[src/rtl/wbur_pkg.sv]
// Shared types for the word bus unaligned read sequencer.
// Assumes: nothing beyond IEEE 1800-2017.
package wbur_pkg;

    // Controller states: first read, spacer cycle, second read.
    typedef enum logic [1:0] {
        ST_IDLE = 2'd0,
        ST_RD1  = 2'd1,
        ST_GAP  = 2'd2,
        ST_RD2  = 2'd3
    } wbur_state_t;

    // True when a fragment of the given length at the given byte-address
    // parity spills past one bus word.
    function automatic logic needs_two_words(input logic [1:0] nbytes, input logic odd);
        logic [2:0] span;
        span = {1'b0, nbytes} + {2'b00, odd};
        return span > 3'd2;
    endfunction

endpackage

[src/rtl/wbur_plan.sv]
// Read planner: decodes a fragment request into the number of word
// reads, the half that a single word occupies, and the first word address.
// Assumes: purely combinational; the caller latches what it needs.
module wbur_plan
    import wbur_pkg::*;
#(
    parameter int ADDR_W = 22
) (
    input  logic [ADDR_W-1:0] addr,
    input  logic [1:0]        len,
    output logic              valid,
    output logic              two,
    output logic              upper,
    output logic [ADDR_W-1:0] waddr
);

    // Decode the request fields.
    always_comb begin
        valid = (len != 2'd0);
        two   = needs_two_words(len, addr[0]);
        upper = addr[1];
        waddr = {addr[ADDR_W-1:1], 1'b0};
    end

endmodule

[src/rtl/wbur_ctrl.sv]
// Bus controller: runs one or two request/acknowledge word reads,
// drops the request for one cycle between reads, and ends with done,
// err and irq pulses.
// Assumes: go is only raised while idle; timeout wins over acknowledge.
module wbur_ctrl
    import wbur_pkg::*;
#(
    parameter int ADDR_W = 22
) (
    input  logic              clk,
    input  logic              rst_n,
    input  logic              go,
    input  logic              two_in,
    input  logic [ADDR_W-1:0] waddr_in,
    input  logic              bus_ack,
    input  logic              bus_timeout,
    output logic              bus_req,
    output logic [ADDR_W-1:0] bus_addr,
    output logic              busy,
    output logic              two_q,
    output logic              first_ack,
    output logic              second_ack,
    output logic              done,
    output logic              err,
    output logic              irq_eval
);

    localparam logic [ADDR_W-1:0] WORD_STEP = ADDR_W'(2);

    wbur_state_t st;
    logic        last_ack;
    logic        abort;

    // Classify bus responses for the current state.
    always_comb begin
        bus_req    = (st == ST_RD1) || (st == ST_RD2);
        busy       = (st != ST_IDLE);
        abort      = bus_req && bus_timeout;
        first_ack  = (st == ST_RD1) && bus_ack && !bus_timeout;
        second_ack = (st == ST_RD2) && bus_ack && !bus_timeout;
        last_ack   = (first_ack && !two_q) || second_ack;
    end

    // State register, address and read-count latch.
    always_ff @(posedge clk) begin
        if (!rst_n) begin
            st       <= ST_IDLE;
            two_q    <= 1'b0;
            bus_addr <= '0;
        end else begin
            case (st)
                ST_IDLE: if (go) begin
                    st       <= ST_RD1;
                    two_q    <= two_in;
                    bus_addr <= waddr_in;
                end
                ST_RD1: if (abort || (first_ack && !two_q)) begin
                    st <= ST_IDLE;
                end else if (first_ack) begin
                    st       <= ST_GAP;
                    bus_addr <= bus_addr + WORD_STEP;
                end
                ST_GAP: st <= ST_RD2;
                ST_RD2: if (abort || second_ack) st <= ST_IDLE;
                default: st <= ST_IDLE;
            endcase
        end
    end

    // End-of-sequence pulses.
    always_ff @(posedge clk) begin
        if (!rst_n) begin
            done     <= 1'b0;
            err      <= 1'b0;
            irq_eval <= 1'b0;
        end else begin
            done     <= last_ack || abort;
            err      <= abort;
            irq_eval <= last_ack;
        end
    end

endmodule

[src/rtl/wbur_merge.sv]
// Result assembler: places returned words into the two halves of the
// longword image according to the read plan.
// Assumes: first_ack and second_ack are exclusive; upper is latched on go.
module wbur_merge #(
    parameter int WORD_W = 16
) (
    input  logic                clk,
    input  logic                rst_n,
    input  logic                go,
    input  logic                upper_in,
    input  logic                two_q,
    input  logic                first_ack,
    input  logic                second_ack,
    input  logic [WORD_W-1:0]   word,
    output logic [2*WORD_W-1:0] result
);

    localparam int HALVES = 2;

    logic upper_q;

    // Latch the half selector when a sequence starts.
    always_ff @(posedge clk) begin
        if (!rst_n)  upper_q <= 1'b0;
        else if (go) upper_q <= upper_in;
    end

    for (genvar h = 0; h < HALVES; h++) begin : g_half
        logic [WORD_W-1:0] half_q;
        logic              take_first;

        // Decide whether this half receives the first word.
        always_comb begin
            if (h == 0) take_first = two_q || !upper_q;
            else        take_first = !two_q && upper_q;
        end

        // Load or clear this half on each acknowledge.
        always_ff @(posedge clk) begin
            if (!rst_n)
                half_q <= '0;
            else if (first_ack)
                half_q <= take_first ? word : '0;
            else if (second_ack && (h == HALVES - 1))
                half_q <= word;
        end

        assign result[h*WORD_W +: WORD_W] = half_q;
    end

endmodule

[src/rtl/wbus_uread_seq.sv]
// Word bus unaligned read sequencer: turns a 1..3 byte IO fragment read
// into the minimum number of word reads and assembles a longword image.
// Assumes: the bus holds bus_rdata valid with bus_ack; requests are
// single-cycle start pulses.
module wbus_uread_seq #(
    parameter int ADDR_W = 22,
    parameter int WORD_W = 16
) (
    input  logic                clk,
    input  logic                rst_n,
    input  logic                start,
    input  logic [ADDR_W-1:0]   addr,
    input  logic [1:0]          len,
    output logic                busy,
    output logic                done,
    output logic                err,
    output logic [2*WORD_W-1:0] rdata,
    output logic                irq_eval,
    output logic                bus_req,
    output logic [ADDR_W-1:0]   bus_addr,
    input  logic                bus_ack,
    input  logic [WORD_W-1:0]   bus_rdata,
    input  logic                bus_timeout
);

    logic              p_valid, p_two, p_upper;
    logic [ADDR_W-1:0] p_waddr;
    logic              go, two_q, first_ack, second_ack;

    wbur_plan #(.ADDR_W(ADDR_W)) plan_i (
        .addr(addr), .len(len), .valid(p_valid), .two(p_two),
        .upper(p_upper), .waddr(p_waddr)
    );

    // Accept a request only when idle and non-empty.
    assign go = start && !busy && p_valid;

    wbur_ctrl #(.ADDR_W(ADDR_W)) ctrl_i (
        .clk(clk), .rst_n(rst_n), .go(go), .two_in(p_two), .waddr_in(p_waddr),
        .bus_ack(bus_ack), .bus_timeout(bus_timeout), .bus_req(bus_req),
        .bus_addr(bus_addr), .busy(busy), .two_q(two_q), .first_ack(first_ack),
        .second_ack(second_ack), .done(done), .err(err), .irq_eval(irq_eval)
    );

    wbur_merge #(.WORD_W(WORD_W)) merge_i (
        .clk(clk), .rst_n(rst_n), .go(go), .upper_in(p_upper), .two_q(two_q),
        .first_ack(first_ack), .second_ack(second_ack), .word(bus_rdata),
        .result(rdata)
    );

endmodule

[config.mk]
export PLATFORM = sky130hd
export DESIGN_NAME = wbus_uread_seq
export DESIGN_NICKNAME = d
export VERILOG_FILES = /design/src/rtl/wbur_pkg.sv /design/src/rtl/wbur_plan.sv /design/src/rtl/wbur_ctrl.sv /design/src/rtl/wbur_merge.sv /design/src/rtl/wbus_uread_seq.sv
export SDC_FILE = /design/constraint.sdc
export NUM_CORES = 1
export LEC_CHECK = 0
export ABC_CLOCK_PERIOD_IN_PS = 3200
export BUFFER_PORTS_ARGS = -buffer_cell sky130_fd_sc_hd__buf_2
export CORE_MARGIN = 2
export CORE_UTILIZATION = 54
export CTS_BUF_LIST = sky130_fd_sc_hd__clkbuf_2
export DETAILED_ROUTE_END_ITERATION = 8
export PLACE_DENSITY = 0.93
export SYNTH_ARGS = -nofsm -noshare
export SYNTH_HDL_FRONTEND = slang
export SYNTH_SLANG_ARGS = --single-unit
export TNS_END_PERCENT = 5
[constraint.sdc]
create_clock -name clk -period 3.2 [get_ports clk]
set_input_delay 0.32 -clock clk [delete_from_list [all_inputs] [get_ports clk]]
set_output_delay 0.32 -clock clk [all_outputs]
set_load 0.02 [all_outputs]
After elaboration in Yosys (flattened, before gate mapping)
Index checks and enable logic that the tools add are counted.
Word-level totals
  flip-flop bits (word level): 61
  bits of input ports: 45
  output and inout port bits: 59
  logic and storage cells: 60
Cells by class
  $add $sub $neg: 2
  $lt $le $gt $ge: 1
  equal/unequal tests: 8
  muxes and demuxes: 13
  reduce and logical (&&, ||, !) cells: 27
Operators by type and width (count)
  two-way mux 22 bit: 3
  two-way mux 16 bit: 4
  one-hot mux 22 bit (2 select lines): 1
  adder 22 x 2 -> 22 bit, second input constant: 1
  logical AND 1 bit: 9
  two-way mux 2 bit: 4
  one-hot mux 2 bit (4 select lines): 1
  nonzero test 2 bit: 4
  logical OR 1 bit: 6
  equality test 2 bit, second input constant: 2
  zero test 1 bit: 4
  inequality test 2 x 1 -> 1 bit, second input constant: 2
  inequality test 2 bit, second input constant: 2
  AND reduction 4 bit: 1
  adder 2 x 1 -> 3 bit: 1
  greater-than comparator 3 x 2 -> 1 bit, second input constant: 1
  inequality test 3 x 2 -> 1 bit, second input constant: 1
  AND reduction 3 bit: 1
  equality test 2 x 1 -> 1 bit, second input constant: 1
  zero test 2 bit: 1
  AND reduction 2 bit: 1

Logic depth before layout (Yosys ltp)
Gate-level depths: netlist of run 1.
  word-level depth: 7
  depth in mapped cells: 7
  depth with buffers taken out: 7

By module
From an unflattened synthesis of run 1, not the netlist that was laid out.
Second synthesis, totals
  cell total of the unflattened synthesis: 362
  area total of the unflattened synthesis: 3230.6 µm²
Modules (own cells, without submodules)
  wbur_ctrl: instances 1, cells an instance 210, area each 1675.4 µm², seq. area each 560.5 µm²
  wbur_merge: instances 1, cells an instance 119, area each 1310.0 µm², seq. area each 660.6 µm²
  wbur_plan: instances 1, cells an instance 32, area each 236.5 µm², seq. area each 0.0 µm²
  wbus_uread_seq: instances 1, cells an instance 1, area each 8.8 µm², seq. area each 0.0 µm²

Worst setup path before layout of run 1
Ideal clock, no wire load.
  path type: flip-flop to flip-flop
  from: register ctrl_i.bus_addr[1]
  to: register ctrl_i.bus_addr[21]
  setup time: 0.133 ns
  arrival: 2.074 ns
  data required time: 3.067 ns
  path slack: 0.994 ns
  cell stages (with the launch flop): 8
  path buffers: 1
  clock period less this slack: 2.206 ns
  cells stage by stage: dfxtp_1 ha_1 nand4_2 or4_4 buf_6 o311a_1 a21oi_1 a31oi_1
Between the ends
  word-level cells in the longest chain between the ends: 4
Ends and longest elaborated chain
  from (decl): RTL line wbur_ctrl.sv:18  | output logic [ADDR_W-1:0] bus_addr,
  from (signal assigned): RTL line wbur_ctrl.sv:55  | bus_addr <= waddr_in;
  from (signal assigned): RTL line wbur_ctrl.sv:61  | bus_addr <= bus_addr + WORD_STEP;
  adder 22 x 2 -> 22 bit: RTL line wbur_ctrl.sv:61
  two-way mux 22 bit: RTL line wbur_ctrl.sv:59  | end else if (first_ack) begin
  two-way mux 22 bit: RTL line wbur_ctrl.sv:57  | ST_RD1: if (abort || (first_ack && !two_q)) begin
  one-hot mux 22 bit (2 select lines): RTL line wbur_ctrl.sv:51  | case (st)
No other way between the ends. The select of a mux whose other input is x is not followed.
A chain may end at the register's enable or synchronous reset.

Final worst setup path of run 1
  from: register ctrl_i.bus_addr[4]
  to: register ctrl_i.bus_addr[20]
Same word-level chain as after synthesis.

==> impl_metrics.toml, run 1 <==
[outcome]
outcome = "complete, no violations"

[placement]
io_buffer_count = 102
dp.cells = 498
gp_congestion = 0.900
place_area_um2 = 3280
dpl.hpwl_mm = 5.42

[grt]
grt_pass1_wl_mm = 11.8
grt_max_degree = 33
overflow = 0
grt_usage = 0.277
antenna_found_initial = 0
grt_pass1_vias = 2611

[cts]
cts_tree = "built"
htree_num_levels = 3
ctsResizeCount = 0
clock-sinks = 60
root_buffer = "clkbuf_2"
clkTransAtPathRegs_ns = 0.19
post-cts-setup-buffers = 0
clockBufferDepth = 2
clk_latency_ns = 0.51
numCtsBuffers = 9
cts_hold_buf = 0

[worst_setup_path]
crit_required_ns = 3.60
path_delay_family = "simple AND/OR/NAND/NOR gates"
critical_path_arrival_ns = 2.62
crit_path_end_kind = "flop"
worst_setup_path_start_kind = "flop"
slowest_delay_ns = 0.88
crit_path_top_delay_cell = "nor4_1"
cp_cell_sequence = "nand3_1, nor4_1, nand4_1, mux2i_1, a31oi_1"
path_buf_inv = 0
critPathKind = "reg2reg"
path_max_fanout = 6

[yosys]
ys.flop_type = "dfxtp_1"
yosysSeqAreaShare = 0.438
synth-seq-cells = 60
yosysUniqueCellTypes = 50
postSynth.asyncResetShare = 0
synth_top_area_cell = "dfxtp_1"
synth_edf_count = 0
syn_area_per_cell_um2 = 7.90
synth_top_area_share = 0.438
ys_top_cells_by_area = "dfxtp_1, a21oi_1, nand2_1"
ys_warn_count = 0
synthCells = 347
syn-num-nets = 396
syn_area_um2 = 2740

[timing]
finalSetupViolCount = 0
tightest_slew_ns = 0.987
setup_tns_ns = 0
relSlewSlack = 0.336
fin_crit_ns = 2.22
skew_ns = 0.0216
rsz0062_at_grt = "no"
slew_violations = 0
max_freq_mhz = 451
min_period_over_period = 0.693
hold_viol = 0

[cells_and_area]
area_delta_synth_final_pct = 24.0
seqCellArea_um2 = 1200
multi_input_area_um2 = 1410
nNetsFinal = 491
final_area_um2 = 3400
n_fill_cell = 394
final_core_util = 0.706
final_cells = 514
layout-drive-gt1-share = 0.293
diodes = 0

[floorplan]
placementRows = 25
die_x_um = 75.3
die-area_um2 = 5660
core_um2 = 4820
pin_count = 104
die_h_um = 75.3
start_util = 0.569

[routing]
drtIter0Drc = 284
first_pass_iters = 5
routedWlPerCell_um = 15.3
num_vias = 3016
ant_nets = 0
totalWireLength_mm = 7.86
viasPerCell = 5.87
drc_errors = 0

[pwr]
power_leakage_nw = 1.46
powerDensity_nw_per_um2 = 463
ir_drop_v = 0.000319

[min_path]
hp-class = "in2reg"

[run]
drv_cap = 0
==> path summary, 6_finish.rpt <==
check	start	depth (start not counted)	endpoint	slack, ns
hold reg to reg	merge_i.g_half[1].half_q[0]$_SDFFE_PN0P_	2	merge_i.g_half[1].half_q[0]$_SDFFE_PN0P_	0.46
setup reg to reg	ctrl_i.bus_addr[4]$_SDFFE_PN0P_	5	ctrl_i.bus_addr[20]$_SDFFE_PN0P_	0.98
hold / removal	bus_rdata[11]	3	merge_i.g_half[1].half_q[11]$_SDFFE_PN0P_	0.04
setup / recovery	ctrl_i.bus_addr[4]$_SDFFE_PN0P_	5	ctrl_i.bus_addr[20]$_SDFFE_PN0P_	0.98
==> worst reg2reg max path, delay by kind of cell, from the launching register on <==
kind,cells,cell delay (ns)
compound gates,1,0.09
flops,1,0.48
mux,1,0.23
simple gates,3,1.31
==> synth_stat cells (2+ instances only) <==
master     n
and3_1     2
o22ai_1    3
nand3b_1   2
nand4_1    4
nor4_1     5
nand3_1   30
or2_2      2
a21oi_1   40
o21a_1     3
inv_1      6
clkbuf_1  19
and2_1     2
ha_1       4
dfxtp_1   60
nor2b_1    2
nor2_1    34
nor3_1    10
nand2_1   45
and2_0     2
a211oi_1   3
nor3b_1    3
nand2b_1   2
o221ai_1   3
a31oi_1    4
buf_1      2
a22oi_1   17
a311oi_1   4
o21ai_0   12
==> cells by family (layout without fill, tap and decap cells) <==
kind of cell	count (synthesis)	in the layout	share of synthesized area
muxes	1	1	0.00365
other	1	1	0.00137
and+or+nand+nor	149	149	0.257
DFF	60	60	0.438
buffers and inverters	31	131	0.0470
AOI/OAI and AO/OA	101	101	0.234
adders and majority gates	4	4	0.0182
==> flip-flops by register name (all words and copies together) (netlist names) <==
signal,cells
ctrl_i.done,1
ctrl_i.two_q,1
merge_i.g_half.half_q,32
ctrl_i.st,2
ctrl_i.err,1
ctrl_i.bus_addr,21
merge_i.upper_q,1
ctrl_i.irq_eval,1
==> layout by cell type (no fill, tap or decap), drive strengths merged, types with 2 or more instances in the layout <==
master,n
nor4,5
o21ai,13
nand2,45
inv,8
nor2,34
or2,2
a21oi,40
nand3b,2
nand2b,2
or4,2
o21a,3
and3,2
o221ai,3
a311oi,4
a211oi,3
clkbuf,9
a22oi,18
buf,108
and2,4
nor3b,3
nand4,5
o22ai,3
clkinv,2
clkinvlp,3
dfxtp,60
nand3,30
nor3,10
a31oi,4
ha,4
nor2b,2
==> power by group <==
part           total [mW]  internal, mW  switching [mW]
combinational       0.264        0.0960           0.168
sequential          0.820         0.781          0.0389
clock               0.490         0.182           0.308
==> cell type report <==
cell class	count	share of cell area
sequential	60	0.353
multi-input combinational	256	0.416
clock inverter	7	0.0221
timing repair buffer	108	0.163
tap	67	0.0247
clock buffer	9	0.0132
inverter	7	0.00773
==> through the flow <==
step	total power, mW	hold WS, ns	setup slack, ns
2_1_floorplan	0.993	0.450	0.994
3_3_place_gp	1.08	0.436	1.14
3_5_place_dp	1.09	0.444	1.04
4_1_cts	1.57	0.0269	1.03
5_1_grt	1.63	0.0315	0.875
6_report	1.57	0.0440	0.983
==> per-layer routing <==
metal  wire length, µm  GRT usage  share of wire
met2              3730      0.429           0.48
met4               176      0.142          0.022
met1              3250      0.354           0.41
met3               695     0.0790          0.088
met5                 0          0              0
No activity file was read; power rests on OpenSTA's default activity.
==> run 2: changes to the inputs <==
--- a/config.mk
+++ b/config.mk
@@ -5,13 +5,13 @@
 export SDC_FILE = /design/constraint.sdc
 export NUM_CORES = 1
 export LEC_CHECK = 0
-export ABC_CLOCK_PERIOD_IN_PS = 3200
+export ABC_CLOCK_PERIOD_IN_PS = 1800
 export BUFFER_PORTS_ARGS = -buffer_cell sky130_fd_sc_hd__buf_2
 export CORE_MARGIN = 2
-export CORE_UTILIZATION = 54
+export CORE_UTILIZATION = 46
 export CTS_BUF_LIST = sky130_fd_sc_hd__clkbuf_2
 export DETAILED_ROUTE_END_ITERATION = 8
-export PLACE_DENSITY = 0.93
+export PLACE_DENSITY = 0.85
 export SYNTH_ARGS = -nofsm -noshare
 export SYNTH_HDL_FRONTEND = slang
 export SYNTH_SLANG_ARGS = --single-unit
==> constraint.sdc (replaced) <==
create_clock -name clk -period 1.8 [get_ports clk]
set_input_delay 0.18 -clock clk [delete_from_list [all_inputs] [get_ports clk]]
set_output_delay 0.18 -clock clk [all_outputs]
set_load 0.02 [all_outputs]
==> run 2 against run 1 <==
Compared with the run above:
- via count up 6.3%
- sequential cell count unchanged
- wire length up 8.2%
- non-clock buffer count up 33
- clock power up 59%
- count of clock-buffer cells in the layout up 1
- die area up 16%
- combinational power up 110%
- first-iteration DRC count down 20%
- register-to-register slack worse by 0.94 ns
- utilization down 6.0 points
- maximum frequency up 26%
- critical path type unchanged
==> impl_metrics.toml, run 2 (synthesis results as in run 1) <==
[pwr]
clockPowerShare = 0.281
p_seq_frac = 0.524
switchingPower_mw = 0.864
internal_power_mw = 1.92
powerDensity_nw_per_um2 = 736
p_comb_frac = 0.195
ir_drop_v = 0.000467
power_leakage_nw = 1.62
switching_share = 0.310

[placement]
io_buffer_count = 102
dpl.hpwl_mm = 5.60
gp_congestion = 0.876

[min_path]
hp-class = "in2reg"
min_from = "addr[15]"

[timing]
fin_crit_ns = 1.76
holdWs_ns = 0.0370
finalSetupViolCount = 0
hold_viol = 0
min_period_over_period = 0.978
skew_ns = 0.0244
max_freq_mhz = 568
slew_violations = 0
rsz0062_at_grt = "yes"

[cells_and_area]
nNetsFinal = 524
layout-drive-gt1-share = 0.322
final_cell_mix = "buf_2, dfxtp_1, nand2_1"
largest_register_ffs = 32
diodes = 0
largest-register = "merge_i.g_half.half_q"
layout_commonest_cell = "buf_2"
final_core_util = 0.646
n_fill_cell = 510
top_regs = "merge_i.g_half.half_q (32), ctrl_i.bus_addr (21), ctrl_i.st (2)"
area_delta_synth_final_pct = 37.8

[cts]
numCtsBuffers = 9
clockBufferDepth = 2
clk_latency_ns = 0.48
clkTransAtPathRegs_ns = 0.18
cts_tree = "built"
clock-sinks = 60
htree_num_levels = 3
root_buffer = "clkbuf_2"

[grt]
grt_pass1_vias = 2960
grt_pass1_wl_mm = 13.2
grt_usage = 0.260
overflow = 0
grt_max_degree = 45
antenna_found_initial = 0

[routing]
drtIter0Drc = 228
first_pass_iters = 5
ant_nets = 0
num_vias = 3206
drc_errors = 0
routedWlPerCell_um = 15.4
viasPerCell = 5.80
totalWireLength_mm = 8.50

[floorplan]
pin_count = 104
die_x_um = 81.2
die_h_um = 81.2
die-area_um2 = 6600
start_util = 0.469
placementRows = 28
core_um2 = 5850

[worst_setup_path]
critPathKind = "reg2reg"
startpoint = "ctrl_i.bus_addr[2]$_SDFFE_PN0P_"
path_max_fanout = 5
r2r-start = "ctrl_i.bus_addr[2]$_SDFFE_PN0P_"
crit_required_ns = 2.16
crit_path_end_kind = "flop"
critical_path_arrival_ns = 2.12
worst_setup_path_start_kind = "flop"

[outcome]
outcome = "complete, no violations"

[run]
drv_cap = 0
run 2: cell type report:
class                      count  area, µm²  share of cell area
timing repair buffer         141        886               0.234
multi-input combinational    256       1450               0.385
inverter                       7       26.3             0.00695
clock inverter                 4       43.8              0.0116
clock buffer                  10       50.0              0.0132
sequential                    60       1230               0.324
tap                           75       93.8              0.0248
run 2: what timing repair did:
item / 4_1_cts / 5_1_grt
hold buffers: 23 / 0
endpoints found under the setup margin: 1 / 13
endpoints found under the hold margin: 39 / 0
buffers inserted: 1 / 0
gates resized for setup: 0 / 11
run 2: through the flow:
| stage | std cells | power, mW | TNS (ns) | area (µm²) | worst slack (ns) |
|---|---|---|---|---|---|
| after floorplan | 347 | 1.77 | -0.0221 | 2780 | -0.0221 |
| after global routing | 553 | 2.91 | -0.0668 | 3780 | -0.0435 |
| final | 553 | 2.78 | 0 | 3780 | 0.0392 |
| after CTS | 553 | 2.79 | 0 | 3750 | 0.00465 |
| after detailed placement | 515 | 1.98 | 0 | 3420 | 0.0429 |
| after global placement | 515 | 1.96 | 0 | 3420 | 0.0756 |
run 2: worst max-delay path: stages (launching register included):
cell and delay (ns):
dfxtp_4 0.40, ha_4 0.15, nand4_4 0.13, or4_4 0.45, o311a_1 0.31, a21oi_2 0.10, a31oi_1 0.09
run 2: path summary, 6_finish.rpt:
kind / end / slack (ns) / depth (start not counted)
max: ctrl_i.bus_addr[21]$_SDFFE_PN0P_ / 0.04 / 6
min: ctrl_i.bus_addr[15]$_SDFFE_PN0P_ / 0.04 / 3
max reg2reg: ctrl_i.bus_addr[21]$_SDFFE_PN0P_ / 0.04 / 6
min reg2reg: merge_i.g_half[1].half_q[10]$_SDFFE_PN0P_ / 0.46 / 2
run 2: layer usage:
| metal | global-route usage | up-vias | part of all wire |
|---|---|---|---|
| li1 | - | 1521 | - |
| met5 | 0 | - | 0 |
| met4 | 0.137 | 0 | 0.023 |
| met2 | 0.444 | 168 | 0.49 |
| met1 | 0.295 | 1495 | 0.40 |
| met3 | 0.0711 | 22 | 0.083 |
run 2: power by group through the flow:
stage               logic (mW)  clock network [mW]  registers (mW)
floorplan                0.229                   0            1.54
global placement         0.481                   0            1.48
detailed placement       0.492                   0            1.48
CTS                      0.536               0.795            1.45
global route             0.590               0.848            1.47
finish                   0.544               0.781            1.46
==> run 3: changes to the inputs <==
--- a/config.mk
+++ b/config.mk
@@ -8,11 +8,13 @@
 export ABC_CLOCK_PERIOD_IN_PS = 1800
 export BUFFER_PORTS_ARGS = -buffer_cell sky130_fd_sc_hd__buf_2
 export CORE_MARGIN = 2
-export CORE_UTILIZATION = 46
+export CORE_UTILIZATION = 48
 export CTS_BUF_LIST = sky130_fd_sc_hd__clkbuf_2
 export DETAILED_ROUTE_END_ITERATION = 8
+export MAX_ROUTING_LAYER = met4
 export PLACE_DENSITY = 0.85
 export SYNTH_ARGS = -nofsm -noshare
 export SYNTH_HDL_FRONTEND = slang
+export SYNTH_HIERARCHICAL = 1
 export SYNTH_SLANG_ARGS = --single-unit
 export TNS_END_PERCENT = 5
==> run 3 against run 2 <==
Compared with the run above:
- maximum frequency is 0.92% lower
- cell count is 3.1% higher
- synthesized area is 18% higher
- wire length is 5.2% higher
- critical endpoint is now ctrl_i/bus_addr[12]$_SDFFE_PN0P_
- sequential share of layout area is 3.9 points lower
- register-to-register slack worse by 0.02 ns
- die area is 12% higher
- via count is 4.8% higher
==> impl_metrics.toml, run 3 <==
[yosys]
syn-num-nets = 411
ys_top_cells_by_area = "dfxtp_1, a32o_1, buf_4"
ys_top_cells_by_count = "dfxtp_1, o21ai_0, buf_4"
postSynth.asyncResetShare = 0
synthCells = 362
syn_area_per_cell_um2 = 8.92
synth_top_area_share = 0.378
synth-seq-cells = 61
ys_warn_count = 6
yosysUniqueCellTypes = 62
yosysMostFrequentCell = "dfxtp_1"
synth_edf_count = 0
ys.flop_type = "dfxtp_1"
synth_top_area_cell = "dfxtp_1"
syn_area_um2 = 3230
yosysSeqAreaShare = 0.378

[pwr]
power_leakage_nw = 1.88
ir_drop_v = 0.000464
powerDensity_nw_per_um2 = 766

[cells_and_area]
diodes = 0
largest_register_ffs = 32
nNetsFinal = 537
final_cell_mix = "buf_2, dfxtp_1, buf_4"
area_delta_synth_final_pct = 32.9
final_area_um2 = 4290
n_fill_cell = 506
top_regs = "merge_i/g_half.half_q (32), ctrl_i/bus_addr (22)"
largest-register = "merge_i/g_half.half_q"
layout_commonest_cell = "buf_2"
final_cells = 570
layout-drive-gt1-share = 0.375

[min_path]
min_delay_path_depth = 3
min_from = "addr[7]"
hold_end = "ctrl_i/bus_addr[7]$_SDFFE_PN0P_"
hp-class = "in2reg"

[routing]
num_vias = 3360
ant_nets = 0
viasPerCell = 5.89
routedWlPerCell_um = 15.7
drtIter0Drc = 147
drc_errors = 0
totalWireLength_mm = 8.94
first_pass_iters = 4

[cts]
clkTransAtPathRegs_ns = 0.18
clockBufferDepth = 2
clk_latency_ns = 0.49
root_buffer = "clkbuf_2"
numCtsBuffers = 9
cts_tree = "built"
clock-sinks = 61
htree_num_levels = 3

[worst_setup_path]
path_max_fanout = 6
crit_required_ns = 2.23
slowest_delay_ns = 0.38
path_buf_inv = 1
critPathKind = "reg2reg"
rr_endpoint = "ctrl_i/bus_addr[12]$_SDFFE_PN0P_"
cp_num_cells = 7
cp_cell_sequence = "or2_4, and3b_2, nand2b_1, a21o_1, buf_4, a211o_1, a31oi_1"
reg2reg_depth = 7
crit_path_top_delay_cell = "dfxtp_2"
path_delay_family = "compound AO/OA/AOI/OAI gates"
worst_setup_path_start_kind = "flop"
critical_path_arrival_ns = 2.21
crit_path_end_kind = "flop"
reg2reg_slack_ns = 0.02

[floorplan]
pin_count = 104
core_um2 = 6420
start_util = 0.503
die_h_um = 86.0
die_x_um = 86.0
placementRows = 29
die-area_um2 = 7400

[timing]
hold_viol = 0
fin_crit_ns = 1.78
fin_ws_ns = 0.0228
slew_violations = 0
rsz0062_at_grt = "yes"
tightest_slew_ns = 0.626
relSlewSlack = 0.581
max_freq_mhz = 563
min_period_over_period = 0.987
skew_ns = 0.0213
finalSetupViolCount = 0

[placement]
io_buffer_count = 103
gp_congestion = 0.974
place_area_um2 = 3850
pre_cts_ws_ns = -0.0402
dp.cells = 529
dpl.hpwl_mm = 6.13

[grt]
grt_pass1_wl_mm = 14.6
antenna_found_initial = 0
grt_max_degree = 37
grt_pass1_vias = 3172
grt_usage = 0.254
overflow = 0

[outcome]
outcome = "complete, no violations"

[run]
drv_cap = 0
[run 3: layout make-up]
type	count	area [µm²]	area share
Clock buffer	10	50.0	0.0117
Clock inverter	6	111	0.0259
Inverter	7	26.3	0.00612
Multi-Input combinational cell	240	1690	0.394
Sequential cell	61	1230	0.286
Tap cell	77	96.3	0.0224
Timing Repair Buffer	169	1090	0.254
[run 3: worst max path at each step]
stage | from | to | slack (ns)
after global placement | ctrl_i/st[0]$_SDFFE_PN0P_ | merge_i/g_half[0].half_q[3]$_SDFFE_PN0P_ | 0.06
after CTS | flop | ctrl_i/bus_addr[14]$_SDFFE_PN0P_ | 0.0009
after floorplan | flop | ctrl_i/bus_addr[11]$_SDFFE_PN0P_ | -0.09
final | flop | ctrl_i/bus_addr[12]$_SDFFE_PN0P_ | 0.02
after detailed placement | ctrl_i/st[0]$_SDFFE_PN0P_ | merge_i/g_half[0].half_q[12]$_SDFFE_PN0P_ | -0.04
after global routing | flop | ctrl_i/bus_addr[11]$_SDFFE_PN0P_ | -0.08
[run 3: stage by stage]
step	TNS (ns)	power [mW]	hold WS, ns	utilization
final	0	3.29	0.0236	0.669
after global routing	-0.362	3.44	0.0105	0.669
after CTS	0	3.29	0.00229	0.665
after detailed placement	-0.321	2.13	0.437	0.600
after global placement	0	2.11	0.435	0.600
after floorplan	-0.465	1.91	0.334	-
[run 3: power by group]
group          internal [mW]  leakage, nW  switching [mW]
clock                  0.605       0.0921           0.523
combinational          0.301         1.29           0.373
sequential              1.42        0.498          0.0666
[run 3: kinds of logic after synthesis]
kind of cell / after synthesis / synth area share
multiplexers: 4 / 0.0128
adder cells (fa/ha/maj): 4 / 0.0155
other: 1 / 0.00116
flip-flops: 61 / 0.378
AO/OA/AOI/OAI: 114 / 0.263
buffers and inverters: 61 / 0.105
AND/OR/NAND/NOR: 117 / 0.225
[run 3: what timing repair did]
action | CTS | global route
resized for setup | 2 | 11
hold buffers | 25 | 0
endpoints found under the setup margin | 17 | 31
pin swaps | 0 | 1
buffers inserted | 0 | 0
endpoints found under the hold margin | 43 | 0
[run 3: worst min-delay path: stages]
cell	delay (ns)
buf_2	0.09
o21ai_0	0.15
a211oi_1	0.07
[run 3: metal layers]
layer	wire length [µm]	GRT usage	share of wire	vias up
met1	3770	0.301	0.42	1569
met4	103	0.0808	0.012	0
li1	-	-	-	1622
met2	4350	0.421	0.49	152
met3	722	0.0654	0.081	17
met5	0	-	0	-
